File: config.mk
export PLATFORM = sky130hd
export DESIGN_NAME = cartMapper
export DESIGN_NICKNAME = d
export VERILOG_FILES = /design/src/rtl/cartMapPkg.sv /design/src/rtl/mapCtrl.sv /design/src/rtl/mapRegs.sv /design/src/rtl/mapRoute.sv /design/src/rtl/cartMapper.sv
export SDC_FILE = /design/constraint.sdc
export NUM_CORES = 1
export LEC_CHECK = 0
export BUFFER_PORTS_ARGS = -buffer_cell sky130_fd_sc_hd__buf_2
export CELL_PAD_IN_SITES_DETAIL_PLACEMENT = 0
export CELL_PAD_IN_SITES_GLOBAL_PLACEMENT = 1
export CORE_AREA = 2 2 60 62
export DETAILED_ROUTE_END_ITERATION = 6
export DIE_AREA = 0 0 62 64
export PLACE_DENSITY = 0.87
export SLEW_MARGIN = 10
export SYNTH_ARGS = -nofsm -noshare
export SYNTH_HDL_FRONTEND = slang
export SYNTH_HIERARCHICAL = 1
export SYNTH_SLANG_ARGS = --single-unit
export TNS_END_PERCENT = 30
File: constraint.sdc
create_clock -name clk -period 2.4 [get_ports clk]
set_input_delay 0.24 -clock clk [delete_from_list [all_inputs] [get_ports clk]]
set_output_delay 0.24 -clock clk [all_outputs]
set_load 0.01 [all_outputs]
File: src/rtl/cartMapPkg.sv
package cartMapPkg;
  typedef enum logic [2:0] {
    WIN_NONE, WIN_GAP, WIN_BLK1, WIN_BLK2, WIN_BLK3, WIN_BLK5
  } winT;

  // Register strobes from control to the register datapath
  typedef struct packed {
    logic bankLoad;
    logic cfgLoad;
    logic bankRead;
    logic cfgRead;
  } regStrobeT;

  // Memory access descriptor from control to the routing datapath
  typedef struct packed {
    logic isWrite;
    winT  win;
  } accessT;

  localparam int CFG_A21   = 0;
  localparam int CFG_RAMON = 3;
  localparam int CFG_BLK1  = 4;
  localparam int CFG_B5RAM = 5;
  localparam int CFG_WP    = 6;
  localparam int CFG_LOCK  = 7;

  localparam logic [7:0] CFG_RESET = 8'h40;
  localparam logic [7:0] CFG_KEEP  = 8'hF9;  // bits 2:1 are never stored
endpackage

File: src/rtl/mapCtrl.sv
module mapCtrl
  import cartMapPkg::*;
#(
  parameter int ADDR_W = 16,
  parameter logic [ADDR_W-1:0] REG_BASE = 16'h9800
) (
  input  logic [ADDR_W-1:0] hostAddr,
  input  logic              hostRnW,
  input  logic              gapSel,
  input  logic              blk1Sel,
  input  logic              blk2Sel,
  input  logic              blk3Sel,
  input  logic              blk5Sel,
  input  logic              ioSel,
  input  logic              regLocked,
  output regStrobeT         regStb,
  output accessT            access
);
  localparam logic [ADDR_W-1:0] CFG_ADDR = REG_BASE + ADDR_W'(1);

  logic bankHit, cfgHit, open;

  always_comb begin
    open    = ioSel && !regLocked;
    bankHit = open && (hostAddr == REG_BASE);
    cfgHit  = open && (hostAddr == CFG_ADDR);

    regStb.bankLoad = bankHit && !hostRnW;
    regStb.cfgLoad  = cfgHit  && !hostRnW;
    regStb.bankRead = bankHit && hostRnW;
    regStb.cfgRead  = cfgHit  && hostRnW;

    access.isWrite = !hostRnW;
    // fixed priority if the board ever raises several strobes
    if (gapSel)       access.win = WIN_GAP;
    else if (blk1Sel) access.win = WIN_BLK1;
    else if (blk2Sel) access.win = WIN_BLK2;
    else if (blk3Sel) access.win = WIN_BLK3;
    else if (blk5Sel) access.win = WIN_BLK5;
    else              access.win = WIN_NONE;
  end
endmodule

File: src/rtl/mapRegs.sv
module mapRegs
  import cartMapPkg::*;
#(
  parameter int DATA_W = 8,
  parameter int BANK_W = 8
) (
  input  logic              clk,
  input  logic              rstN,
  input  regStrobeT         regStb,
  input  logic [DATA_W-1:0] hostDataIn,
  output logic [BANK_W-1:0] bankQ,
  output logic [DATA_W-1:0] cfgQ,
  output logic              regLocked,
  output logic [DATA_W-1:0] hostDataOut,
  output logic              hostDataOe
);
  always_ff @(posedge clk or negedge rstN) begin
    if (!rstN) begin
      bankQ <= '0;
      cfgQ  <= CFG_RESET;
    end else begin
      if (regStb.bankLoad) bankQ <= hostDataIn[BANK_W-1:0];
      if (regStb.cfgLoad)  cfgQ  <= hostDataIn & CFG_KEEP;
    end
  end

  always_comb begin
    regLocked   = cfgQ[CFG_LOCK];
    hostDataOe  = regStb.bankRead || regStb.cfgRead;
    hostDataOut = '0;
    if (regStb.bankRead)     hostDataOut = DATA_W'(bankQ);
    else if (regStb.cfgRead) hostDataOut = cfgQ;
  end

  assert_lock_sticky_R9: assert property (@(posedge clk) disable iff (!rstN)
    regLocked |=> regLocked);
  assert_locked_no_load_R9: assert property (@(posedge clk) disable iff (!rstN)
    regLocked |-> !(regStb.bankLoad || regStb.cfgLoad));
  assert_bank_holds_R2: assert property (@(posedge clk) disable iff (!rstN)
    !regStb.bankLoad |=> $stable(bankQ));
  assert_single_read_R10: assert property (@(posedge clk) disable iff (!rstN)
    $onehot0({regStb.bankRead, regStb.cfgRead}));
endmodule

File: src/rtl/mapRoute.sv
module mapRoute
  import cartMapPkg::*;
#(
  parameter int BANK_W     = 8,
  parameter int SRAM_SEL_W = 2,
  localparam int FLASH_HI_W = BANK_W + 1
) (
  input  logic                  clk,
  input  logic                  rstN,
  input  accessT                access,
  input  logic [BANK_W-1:0]     bankQ,
  input  logic                  a21,
  input  logic                  ramOn,
  input  logic                  blk1Mode,
  input  logic                  b5Ram,
  input  logic                  writeProt,
  output logic [FLASH_HI_W-1:0] flashAddrHi,
  output logic                  flashCe,
  output logic [SRAM_SEL_W-1:0] sramAddrHi,
  output logic                  sramCe,
  output logic                  sramWe
);
  logic ramHit, weAllowed;

  always_comb begin
    flashAddrHi = {a21, bankQ};
    flashCe     = 1'b0;
    ramHit      = 1'b0;
    weAllowed   = 1'b1;
    sramAddrHi  = '0;
    unique case (access.win)
      WIN_GAP:  ramHit = ramOn && !blk1Mode;
      WIN_BLK1: ramHit = ramOn && blk1Mode;
      WIN_BLK2: begin ramHit = 1'b1; sramAddrHi = SRAM_SEL_W'(1); end
      WIN_BLK3: begin ramHit = 1'b1; sramAddrHi = SRAM_SEL_W'(2); end
      WIN_BLK5: begin
        sramAddrHi = SRAM_SEL_W'(3);
        ramHit     = b5Ram;
        weAllowed  = !writeProt;
        flashCe    = !b5Ram && !access.isWrite;
      end
      default: ;
    endcase
    sramCe = ramHit;
    sramWe = ramHit && access.isWrite && weAllowed;
  end

  assert_one_device_R5: assert property (@(posedge clk) disable iff (!rstN)
    $onehot0({flashCe, sramCe}));
  assert_we_needs_ce_R6: assert property (@(posedge clk) disable iff (!rstN)
    sramWe |-> (sramCe && access.isWrite));
  assert_top_protect_R6: assert property (@(posedge clk) disable iff (!rstN)
    (access.win == WIN_BLK5 && writeProt) |-> !sramWe);
  assert_mid_always_ram_R8: assert property (@(posedge clk) disable iff (!rstN)
    (access.win == WIN_BLK2 || access.win == WIN_BLK3) |-> sramCe);
  assert_flash_read_only_R5: assert property (@(posedge clk) disable iff (!rstN)
    flashCe |-> (!access.isWrite && access.win == WIN_BLK5));
endmodule

File: src/rtl/cartMapper.sv
module cartMapper
  import cartMapPkg::*;
#(
  parameter int ADDR_W     = 16,
  parameter int DATA_W     = 8,
  parameter int BANK_W     = 8,
  parameter int SRAM_SEL_W = 2,
  parameter logic [ADDR_W-1:0] REG_BASE = 16'h9800,
  localparam int FLASH_HI_W = BANK_W + 1
) (
  input  logic                  clk,
  input  logic                  rstN,
  input  logic [ADDR_W-1:0]     hostAddr,
  input  logic                  hostRnW,
  input  logic [DATA_W-1:0]     hostDataIn,
  input  logic                  gapSel,
  input  logic                  blk1Sel,
  input  logic                  blk2Sel,
  input  logic                  blk3Sel,
  input  logic                  blk5Sel,
  input  logic                  ioSel,
  output logic [DATA_W-1:0]     hostDataOut,
  output logic                  hostDataOe,
  output logic [FLASH_HI_W-1:0] flashAddrHi,
  output logic                  flashCe,
  output logic [SRAM_SEL_W-1:0] sramAddrHi,
  output logic                  sramCe,
  output logic                  sramWe
);
  regStrobeT         regStb;
  accessT            access;
  logic [BANK_W-1:0] bankQ;
  logic [DATA_W-1:0] cfgQ;
  logic              regLocked;

  mapCtrl #(.ADDR_W(ADDR_W), .REG_BASE(REG_BASE)) ctrl (
    .hostAddr(hostAddr), .hostRnW(hostRnW), .gapSel(gapSel),
    .blk1Sel(blk1Sel), .blk2Sel(blk2Sel), .blk3Sel(blk3Sel),
    .blk5Sel(blk5Sel), .ioSel(ioSel), .regLocked(regLocked),
    .regStb(regStb), .access(access)
  );

  mapRegs #(.DATA_W(DATA_W), .BANK_W(BANK_W)) regs (
    .clk(clk), .rstN(rstN), .regStb(regStb), .hostDataIn(hostDataIn),
    .bankQ(bankQ), .cfgQ(cfgQ), .regLocked(regLocked),
    .hostDataOut(hostDataOut), .hostDataOe(hostDataOe)
  );

  mapRoute #(.BANK_W(BANK_W), .SRAM_SEL_W(SRAM_SEL_W)) route (
    .clk(clk), .rstN(rstN), .access(access), .bankQ(bankQ),
    .a21(cfgQ[CFG_A21]), .ramOn(cfgQ[CFG_RAMON]), .blk1Mode(cfgQ[CFG_BLK1]),
    .b5Ram(cfgQ[CFG_B5RAM]), .writeProt(cfgQ[CFG_WP]),
    .flashAddrHi(flashAddrHi), .flashCe(flashCe), .sramAddrHi(sramAddrHi),
    .sramCe(sramCe), .sramWe(sramWe)
  );
endmodule

==> results.yml <==
outcome:
  status: "complete, no violations"
synth:
  syn_nets: 120
  netlist_area_um2: 966
  synth.avg_cell_area_um2: 11.1
  syn_inst: 87
  synth_warnings: 6
power:
  vdd_ir_drop_max_uv: 132
  p_switching_w: 0.000111
  pwr-share-comb_pct: 14.1
  leakagePower_nw: 0.697
  finalPower_w: 0.000473
  pwr-share-seq_pct: 49.9
  p_clk_share_pct: 36.0
  pwr_density_cell_nw_per_um2: 358
  power.internal_w: 0.000362
  p_sw_share_pct: 23.5
floorplan:
  dieArea_um2: 3970
  num_rows: 21
  coreArea_um2: 3280
  initial_core_util_pct: 29.4
  die_y_um: 64
  io_pins: 56
  die_x_um: 62
worst_setup_path:
  worst_ep_arrival_time_ns: 1.91
  worst_setup_path_start_kind: "flip-flop"
  crit_family: "simple AND/OR/NAND/NOR gates"
  critical_path_buf_inv_count: 2
  crit_fanout: 12
  max_stage_delay_ns: 0.41
  crit_required_ns: 2.16
  cpMaxStageDelayCell: "dfrtp_1"
  crit_chain: "nor4b_2 > nand2_1 > nor4_2 > buf_4 > nor2b_2 > a22o_1 > buf_2"
  endpoint_kind: "output port"
  worstSetupPathType: "reg2out"
layout:
  final_common_cell: "buf_2"
  areaGrowthSynthToFinish_pct: 36.5
  n_fill_cell: 336
  fin_cells: 186
  final_nets: 174
  fin_util_pct: 40.2
  mostFrequentLayoutCells: "55 x buf_2, 14 x mux2_4, 13 x dfrtp_1, 7 x nand2_1, 5 x buf_4"
  multiInputGateArea_um2: 536
  ff_latch_area_um2: 352
  layout-drive-gt1-share_pct: 65.7
  n_antenna_cell: 0
sta:
  period_minus_slack_ns: 2.15
  slew_viol_final: 0
  max_freq_mhz: 464
  rsz0062_at_grt: "no"
  hold_viol: 0
  skew_ns: 0.00371
  max_slew_margin_pct: 78.5
  fin_crit_sh_pct: 89.8
  tightest_slew_ns: 0.321
  tns_ns: 0
  setup_ws_ns: 0.246
  setup_viol: 0
route:
  drt_iter0_drc: 18
  drtPass1Iterations: 3
  wirelength_um: 2350
  wl_per_cell_um: 12.6
  ant_nets: 0
  vias: 843
  drc: 0
  routed_via_density: 4.53
job:
  drv_cap: 0
placement:
  portBuffers: 55
  placedCellCount: 180
  place_congestion: 0.758
  dp_hpwl_um: 1900
  dp_worst_setup_slack_ns: 0.381
clock_tree:
  cts_max_level: 1
  clk_latency_ns: 0.27
  clk_pin_slew_ns: 0.09
  cts.sink_count: 14
  ctsRootBufferMaster: "clkbuf_4"
  numCtsBuffers: 3
  max-clock-path-buffers: 2
  cts_tree: "built"
grt:
  first_global_vias: 874
  groute.usage.overall_pct: 12.9
  antenna_found_initial: 0
  grt-ovfl-total: 0
  grt_max_degree: 15
  grt_pass1_wl_um: 3920
worst_hold_path:
  hold_class: "in2reg"
==> per-stage QoR <==
stage               cell area (µm²)  hold slack [ns]
floorplan                       966          -0.0556
global placement               1250            0.139
detailed placement             1250            0.148
CTS                            1300            0.192
global route                   1320            0.197
finish                         1320            0.201
==> worst paths after layout <==
kind | start | endpoint | slack [ns] | cells past startpoint
worst max register to register | regs/cfgQ[7]$_DFFE_PN0P_ | regs/bankQ[1]$_DFFE_PN0P_ | 0.56 | 6
min in group asynchronous | rstN | regs/bankQ[7]$_DFFE_PN0P_ | 0.42 | 2
worst min register to register | regs/bankQ[6]$_DFFE_PN0P_ | regs/bankQ[6]$_DFFE_PN0P_ | 0.54 | 1
worst max-delay path | regs/cfgQ[7]$_DFFE_PN0P_ | hostDataOut[0] | 0.25 | 7
max in group asynchronous | rstN | regs/cfgQ[6]$_DFFE_PN1P_ | 1.69 | 2
worst min-delay path | hostDataIn[2] | regs/bankQ[2]$_DFFE_PN0P_ | 0.20 | 2
==> layer usage <==
| layer | wire [µm] | share of wire, % | up-vias | global-route usage (%) |
|---|---|---|---|---|
| met1 | 906 | 39 | 400 | 15.6 |
| met2 | 1240 | 53 | 32 | 21.7 |
| met3 | 135 | 5.7 | 6 | 1.62 |
| met5 | 0 | 0 | - | 0 |
| li1 | - | - | 405 | - |
| met4 | 72 | 3.1 | 0 | 6.12 |
==> power by group through the flow <==
stage               Sequential [W]  Clock (W)  Combinational (W)
finish                    0.000236   0.000170          0.0000666
global route              0.000236   0.000179          0.0000746
CTS                       0.000236   0.000176          0.0000662
detailed placement        0.000240          0          0.0000648
global placement          0.000240          0          0.0000614
floorplan                 0.000241          0          0.0000228
==> layout make-up <==
class | count | area share, %
Clock buffer | 4 | 2.75
Inverter | 4 | 1.14
Multi-Input combinational cell | 57 | 40.6
Sequential cell | 14 | 26.7
Tap cell | 46 | 4.36
Timing Repair Buffer | 61 | 24.5
==> what timing repair did <==
action	4_1_cts	5_1_grt
resized for setup	0	2
endpoints found under the setup margin	0	6
hold endpoints to repair	13	0
setup buffers	0	1
hold buffers	1	0
==> sequential cells by signal, indices dropped and copies added, names as in the netlist <==
| name | count |
|---|---|
| regs/cfgQ | 6 |
| regs/bankQ | 8 |
Note: power is estimated with default switching activity, not from simulation.
